[src/rtl/vpic_pkg.sv]
package vpic_pkg;
  localparam int unsigned LINES      = 8;
  localparam int unsigned BUS_W      = 8;
  localparam int unsigned LVL_W      = $clog2(LINES);
  localparam logic [BUS_W-1:0] CALL_OPCODE = 8'hCD;

  typedef enum logic [1:0] {
    PULSE_ONE   = 2'd0,
    PULSE_TWO   = 2'd1,
    PULSE_THREE = 2'd2
  } pulse_e;
endpackage

[src/rtl/vpic_resolver.sv]
module vpic_resolver #(
  parameter int unsigned N  = 8,
  parameter int unsigned LW = $clog2(N)
) (
  input  logic [N-1:0]  req_i,
  output logic          found_o,
  output logic [LW-1:0] idx_o
);
  always_comb begin
    found_o = 1'b0;
    idx_o   = '0;
    for (int i = N - 1; i >= 0; i--) begin
      if (req_i[i]) begin
        found_o = 1'b1;
        idx_o   = LW'(i);
      end
    end
  end
endmodule

[src/rtl/vpic_regs.sv]
module vpic_regs #(
  parameter int unsigned N  = 8,
  parameter int unsigned LW = $clog2(N)
) (
  input  logic          clk,
  input  logic          rst_n,
  input  logic [N-1:0]  irq_i,
  input  logic          commit_i,
  input  logic          commit_real_i,
  input  logic [LW-1:0] commit_lvl_i,
  input  logic          aeoi_clr_i,
  input  logic [LW-1:0] aeoi_lvl_i,
  input  logic          eoi_i,
  input  logic          top_isr_any_i,
  input  logic [LW-1:0] top_isr_lvl_i,
  output logic [N-1:0]  irr_o,
  output logic [N-1:0]  isr_o
);
  logic [N-1:0] commit_mask, clr_mask, isr_next;

  always_comb begin
    commit_mask = '0;
    clr_mask    = '0;
    if (commit_i && commit_real_i) commit_mask[commit_lvl_i] = 1'b1;
    if (aeoi_clr_i) clr_mask[aeoi_lvl_i] = 1'b1;
    if (eoi_i && top_isr_any_i) clr_mask[top_isr_lvl_i] = 1'b1;
    isr_next = (isr_o & ~clr_mask) | commit_mask;
  end

  always_ff @(posedge clk or negedge rst_n) begin
    if (!rst_n) begin
      irr_o <= '0;
      isr_o <= '0;
    end else begin
      irr_o <= irq_i & ~commit_mask;
      isr_o <= isr_next;
    end
  end

  // a real commit leaves its level in service
  a_r6_commit_sets: assert property (@(posedge clk) disable iff (!rst_n)
    (commit_i && commit_real_i && !eoi_i) |=> isr_o[$past(commit_lvl_i)]);

  // a lone EOI strobe removes exactly one in-service bit
  a_r9_eoi_one_bit: assert property (@(posedge clk) disable iff (!rst_n)
    (eoi_i && !commit_i && !aeoi_clr_i && (isr_o != '0))
      |=> ($countones(isr_o) + 1 == $past($countones(isr_o))));
endmodule

[src/rtl/vpic_ack_seq.sv]
module vpic_ack_seq
  import vpic_pkg::*;
#(
  parameter int unsigned N         = 8,
  parameter int unsigned LW        = $clog2(N),
  parameter int unsigned DW        = 8,
  parameter int unsigned STEP_LOG2 = 2
) (
  input  logic            clk,
  input  logic            rst_n,
  input  logic            ack_n_i,
  input  logic            three_mode_i,
  input  logic            aeoi_i,
  input  logic [2*DW-1:0] call_base_i,
  input  logic [DW-LW-1:0] vec_hi_i,
  input  logic            pend_found_i,
  input  logic [LW-1:0]   pend_lvl_i,
  output logic [DW-1:0]   data_o,
  output logic            oe_o,
  output logic            commit_o,
  output logic            commit_real_o,
  output logic [LW-1:0]   commit_lvl_o,
  output logic            aeoi_clr_o,
  output logic [LW-1:0]   aeoi_lvl_o
);
  localparam int unsigned AW = 2 * DW;
  localparam logic [LW-1:0] FALLBACK_LVL = LW'(N - 1);

  logic          ack_q, mode_q, real_q;
  logic [LW-1:0] lvl_q;
  pulse_e        pcnt;
  logic          fall, rise, cur_mode, oe_en;
  pulse_e        last_idx, commit_idx;
  logic [LW-1:0] lvl_use;
  logic [AW-1:0] addr;
  logic [DW-1:0] byte_sel;

  assign fall       = ack_q & ~ack_n_i;
  assign rise       = ~ack_q & ack_n_i;
  assign cur_mode   = (fall && pcnt == PULSE_ONE) ? three_mode_i : mode_q;
  assign last_idx   = cur_mode ? PULSE_THREE : PULSE_TWO;
  assign commit_idx = cur_mode ? PULSE_ONE : PULSE_TWO;

  assign commit_o      = fall && (pcnt == commit_idx);
  assign commit_real_o = pend_found_i;
  assign commit_lvl_o  = pend_found_i ? pend_lvl_i : FALLBACK_LVL;
  assign lvl_use       = commit_o ? commit_lvl_o : lvl_q;
  assign addr          = call_base_i + (AW'(lvl_use) << STEP_LOG2);

  assign aeoi_clr_o = rise && (pcnt == last_idx) && aeoi_i && real_q;
  assign aeoi_lvl_o = lvl_q;

  always_comb begin
    oe_en    = 1'b1;
    byte_sel = '0;
    case (pcnt)
      PULSE_ONE: begin
        oe_en    = cur_mode;
        byte_sel = CALL_OPCODE;
      end
      PULSE_TWO:   byte_sel = cur_mode ? addr[DW-1:0] : {vec_hi_i, lvl_use};
      PULSE_THREE: byte_sel = addr[AW-1:DW];
      default:     oe_en = 1'b0;
    endcase
  end

  assign oe_o   = ~ack_n_i & oe_en;
  assign data_o = oe_o ? byte_sel : '0;

  always_ff @(posedge clk or negedge rst_n) begin
    if (!rst_n) begin
      ack_q  <= 1'b1;
      mode_q <= 1'b0;
      real_q <= 1'b0;
      lvl_q  <= '0;
      pcnt   <= PULSE_ONE;
    end else begin
      ack_q <= ack_n_i;
      if (fall && pcnt == PULSE_ONE) mode_q <= three_mode_i;
      if (commit_o) begin
        lvl_q  <= commit_lvl_o;
        real_q <= commit_real_o;
      end
      if (rise) pcnt <= (pcnt == last_idx) ? PULSE_ONE : pulse_e'(pcnt + 2'd1);
    end
  end

  // bus is released whenever acknowledge is high
  a_r11_bus_idle: assert property (@(posedge clk) disable iff (!rst_n)
    ack_n_i |-> (!oe_o && data_o == '0));

  // pulse counter never leaves the three legal positions
  a_r4_cnt_bound: assert property (@(posedge clk) disable iff (!rst_n)
    pcnt != pulse_e'(2'd3));
endmodule

[src/rtl/vpic_top.sv]
module vpic_top
  import vpic_pkg::*;
#(
  parameter int unsigned N         = LINES,
  parameter int unsigned DW        = BUS_W,
  parameter int unsigned STEP_LOG2 = 2,
  parameter int unsigned LW        = $clog2(N)
) (
  input  logic            clk,
  input  logic            rst_n,
  input  logic [N-1:0]    irq_i,
  input  logic            mode_three_i,
  input  logic            auto_eoi_i,
  input  logic [2*DW-1:0] call_base_i,
  input  logic [DW-LW-1:0] vec_hi_i,
  input  logic            eoi_i,
  input  logic            ack_n_i,
  output logic            int_o,
  output logic [DW-1:0]   data_o,
  output logic            data_oe_o
);
  logic [N-1:0]  irr, isr;
  logic          pend_found, isr_found;
  logic [LW-1:0] pend_lvl, isr_lvl;
  logic          commit, commit_real, aeoi_clr;
  logic [LW-1:0] commit_lvl, aeoi_lvl;

  vpic_resolver #(.N(N), .LW(LW)) u_pend_res (
    .req_i(irr), .found_o(pend_found), .idx_o(pend_lvl)
  );

  vpic_resolver #(.N(N), .LW(LW)) u_isr_res (
    .req_i(isr), .found_o(isr_found), .idx_o(isr_lvl)
  );

  vpic_regs #(.N(N), .LW(LW)) u_regs (
    .clk(clk), .rst_n(rst_n), .irq_i(irq_i),
    .commit_i(commit), .commit_real_i(commit_real), .commit_lvl_i(commit_lvl),
    .aeoi_clr_i(aeoi_clr), .aeoi_lvl_i(aeoi_lvl), .eoi_i(eoi_i),
    .top_isr_any_i(isr_found), .top_isr_lvl_i(isr_lvl),
    .irr_o(irr), .isr_o(isr)
  );

  vpic_ack_seq #(.N(N), .LW(LW), .DW(DW), .STEP_LOG2(STEP_LOG2)) u_seq (
    .clk(clk), .rst_n(rst_n), .ack_n_i(ack_n_i),
    .three_mode_i(mode_three_i), .aeoi_i(auto_eoi_i),
    .call_base_i(call_base_i), .vec_hi_i(vec_hi_i),
    .pend_found_i(pend_found), .pend_lvl_i(pend_lvl),
    .data_o(data_o), .oe_o(data_oe_o),
    .commit_o(commit), .commit_real_o(commit_real), .commit_lvl_o(commit_lvl),
    .aeoi_clr_o(aeoi_clr), .aeoi_lvl_o(aeoi_lvl)
  );

  assign int_o = pend_found && (!isr_found || (pend_lvl < isr_lvl));

  // the interrupt line implies something is pending
  a_r3_int_needs_pending: assert property (@(posedge clk) disable iff (!rst_n)
    int_o |-> (irr != '0));
endmodule

[config.mk]
export PLATFORM = sky130hd
export DESIGN_NAME = vpic_top
export DESIGN_NICKNAME = d
export VERILOG_FILES = /design/src/rtl/vpic_pkg.sv /design/src/rtl/vpic_resolver.sv /design/src/rtl/vpic_regs.sv /design/src/rtl/vpic_ack_seq.sv /design/src/rtl/vpic_top.sv
export SDC_FILE = /design/constraint.sdc
export NUM_CORES = 1
export LEC_CHECK = 0
export BUFFER_PORTS_ARGS = -buffer_cell sky130_fd_sc_hd__buf_2
export CORE_AREA = 3 3 61 78
export CTS_CLUSTER_DIAMETER = 40
export CTS_CLUSTER_SIZE = 8
export DETAILED_ROUTE_END_ITERATION = 8
export DIE_AREA = 0 0 64 81
export PLACE_DENSITY = 0.74
export SYNTH_ARGS = -nofsm -noshare
export SYNTH_HDL_FRONTEND = slang
export SYNTH_SLANG_ARGS = --single-unit
[constraint.sdc]
create_clock -name clk -period 3.99 [get_ports clk]
set_input_delay 0.798 -clock clk [delete_from_list [all_inputs] [get_ports clk]]
set_output_delay 0.798 -clock clk [all_outputs]
set_load 0.01 [all_outputs]
==> key figures <==
Run status
  – Status: finished with violations
  – Failing checks: negative setup slack

Yosys
  – Syn avg cell area: 8.49 um2
  – EDFF count, synth: 0
  – Synth Cell Area: 1990 um2
  – Fraction of registers with async set/reset: 100%
  – Netlist cell types: 52
  – FF+latch count, synth: 24
  – Sequential area share after synthesis: 30.3%
  – Synth warn: 0
  – Mapped Cells: 234
  – Ys flop type: dfrtp_1
  – Syn Nets: 279

Power
  – Clock Power Share: 11.6%
  – PwrDens: 542 nW/um2
  – Leak pwr: 1.19 nW
  – Sw Ratio: 44.0%
  – Tot Pwr: 1.46 mW
  – Worst VDD drop: 0.393 mV
  – Sw power: 0.643 mW
  – Register share of total power: 23.8%
  – Logic pwr share: 64.7%
  – Internal power: 0.817 mW

Critical path
  – CP max stage cell: dfrtp_1
  – Crit path top cell by count: mux2_4
  – Worst reg-to-reg setup slack: 1.80 ns
  – Crit start category: flip-flop
  – WS Path Type: flip-flop to output port
  – CP max FO: 5
  – CP required: 3.19 ns
  – CP cell instances: inv_2 > ha_4 > mux2i_4 > mux2_4 > buf_6 > mux2_4 > ha_4 > nor2_2 > nor2_2 > nor4b_4 > mux2_4 > a21oi_2 > buf_2
  – RR Startpoint: u_seq.pcnt[1]
  – FF-to-FF path depth: 9
  – Reg2reg end: u_regs.isr_o[1]
  – Max stage delay on crit path: 0.40 ns
  – Crit path DAT: 3.29 ns
  – Worst setup EP type: output port

Floorplan
  – Site Rows: 26
  – Top-level I/O count: 45
  – Starting Density: 48.9%
  – Core area: 4070 um2
  – Total Die Area: 5180 um2
  – DIE WIDTH: 64 um
  – Die height: 81 um

Cells and area
  – Layout cells sized above 1: 36.3%
  – Nets: 349
  – Most frequent cells in the layout: buf_2, nand2_1, dfrtp_1
  – Commonest non-fill, non-tap cell in the layout: buf_2
  – Final Util: 66.2%
  – Area delta synth->final: 35.5%
  – Diodes inserted: 0
  – Fill cells: 347
  – Post-Layout Inst Area: 2690 um2

Drt
  – Initial drt markers: 100
  – Vias: 2,126
  – Wire per inst: 16.6 um
  – DRT Pass-1 Iters: 4
  – DRC: 0
  – DR vias/cell: 5.92
  – Routed Antenna Nets: 0
  – Routed WL: 5970 um

Placed design
  – DP Worst Slack: -0.218 ns
  – Gp weighted congestion: 0.988
  – Port Buffers: 44
  – Area after DPL: 2420 um2
  – Hpwl dp: 4340 um

STA
  – Fin. max-slew vios: 0
  – Final hold vios: 0
  – Slew headroom: 50.9%
  – Final hold slack: 0.506 ns
  – Period utilization: 102%
  – FMAX: 0.245 GHz
  – RSZ-0062 raised after global routing: true
  – Final Skew: 0.00415 ns
  – Crit path time final: 4.09 ns
  – Slew of the pin with the lowest slew margin: 0.732 ns
  – Final setup violating endpoints: 6
  – Final worst slack: -0.0957 ns

GRT
  – Overall routing resource usage: 22.1%
  – Initial antenna violation count: 0
  – Vias in the first global route: 2,059
  – Largest net degree at the start of global routing: 25
  – First-pass GRT wire length: 9290 um
  – Global route overflow: 0

Clocking
  – Max clock buf depth: 2
  – TritonCTS clock tree: yes
  – Clk pin slew, worst setup/hold paths: 0.09 ns
  – Root Driver: clkbuf_8
  – Clock sinks: 24
  – Total CTS buffers: 3
  – Clk_lat worst skew: 0.27 ns
  – H-tree levels: 1

Job
  – Maxcap violations: 0

Worst hold path
  – HP Class: primary input to asynchronous set/reset pin
-- logic make-up after synthesis --
| kind of cell | share of synthesized area [%] |
|---|---|
| flip-flops | 30.3 |
| adder cells (fa/ha/maj) | 6.68 |
| buffers and inverters | 4.53 |
| AO/OA/AOI/OAI | 23.2 |
| multiplexers | 8.00 |
| XOR/XNOR | 4.41 |
| AND/OR/NAND/NOR | 22.9 |
-- how the worst max path moves through the flow --
stage                     cells after the start   endpoint     startpoint
after floorplan                              14  data_o[6]  u_seq.pcnt[0]
after global placement                       13  data_o[6]        ack_n_i
after detailed placement                     13  data_o[6]        ack_n_i
after CTS                                    14  data_o[4]  u_seq.pcnt[1]
after global routing                         14  data_o[2]  u_seq.pcnt[1]
final                                        13  data_o[7]  u_seq.pcnt[0]
-- power by group through the flow --
stage / combinational, mW / sequential [mW] / clock, mW
floorplan: 0.508 / 0.338 / 0
global placement: 0.761 / 0.345 / 0
detailed placement: 0.775 / 0.348 / 0
CTS: 0.873 / 0.345 / 0.166
global route: 1.02 / 0.354 / 0.184
finish: 0.944 / 0.347 / 0.169
-- critical path, delay by kind of cell (launching register included) --
kind            cells  cell delay (ns)
fa+ha+maj           2             0.45
flops               1             0.40
buf+inv             3             0.36
compound gates      1             0.11
simple gates        3             0.43
mux                 4             1.25
-- registers in the layout, summed over array words and instances, names as in the netlist --
register and flops:
u_regs.irr_o 8, u_regs.isr_o 8, u_seq.aeoi_lvl_o 3, u_seq.pcnt 2
u_seq.ack_q 1, u_seq.mode_q 1, u_seq.real_q 1
-- layout make-up --
| cell class | count | area, um2 | area share [%] |
|---|---|---|---|
| clock buffer | 4 | 55.1 | 2.04 |
| inverter | 16 | 60.1 | 2.23 |
| multi-input combinational | 189 | 1480 | 54.8 |
| sequential | 24 | 602 | 22.4 |
| tap | 56 | 70.1 | 2.60 |
| timing repair buffer | 70 | 430 | 16.0 |
-- metrics by stage --
step | TNS (ns) | instances
after floorplan | 0 | 234
after global placement | -0.404 | 348
after detailed placement | -1.09 | 348
after CTS | -0.137 | 357
after global routing | -1.48 | 359
final | -0.413 | 359
-- timing repair --
action | 4_1_cts | 5_1_grt
endpoints found under the setup margin | 8 | 8
cloned | 0 | 0
hold endpoints to repair | 0 | 0
pin swaps | 10 | 17
resized for setup | 22 | 11
hold buffers | 0 | 0
buffers inserted | 5 | 2
-- cells in the mapped netlist (all sizes together) (2+ instances only) --
cell type	n	share of area, %
a211oi	2	1.0
a21o	2	0.76
a21oi	9	2.3
a31oi	8	2.5
and2	3	0.94
buf	2	0.94
clkbuf	3	0.57
dfrtp	23	29
ha	9	5.7
inv	16	3.0
mux2	5	3.4
mux2i	8	4.6
nand2	23	4.3
nand2b	6	1.9
nand3	7	1.8
nor2	15	2.8
nor2b	6	1.9
nor3	8	2.0
nor4	9	3.1
nor4b	3	1.3
o211ai	3	1.1
o21a	7	2.6
o21ai	19	5.0
o221ai	5	2.2
o22ai	2	0.63
o31a	3	1.3
o31ai	3	1.1
xnor2	6	2.6
xor2	4	1.8
-- routing by layer --
layer | global-route usage, % | routed length, um | part of all wire, %
met5 | 0 | 0 | 0
met4 | 4.10 | 57 | 0.95
met3 | 1.66 | 155 | 2.6
met2 | 45.0 | 3390 | 57
met1 | 24.8 | 2370 | 40
No activity file was read; power rests on OpenSTA's default activity.
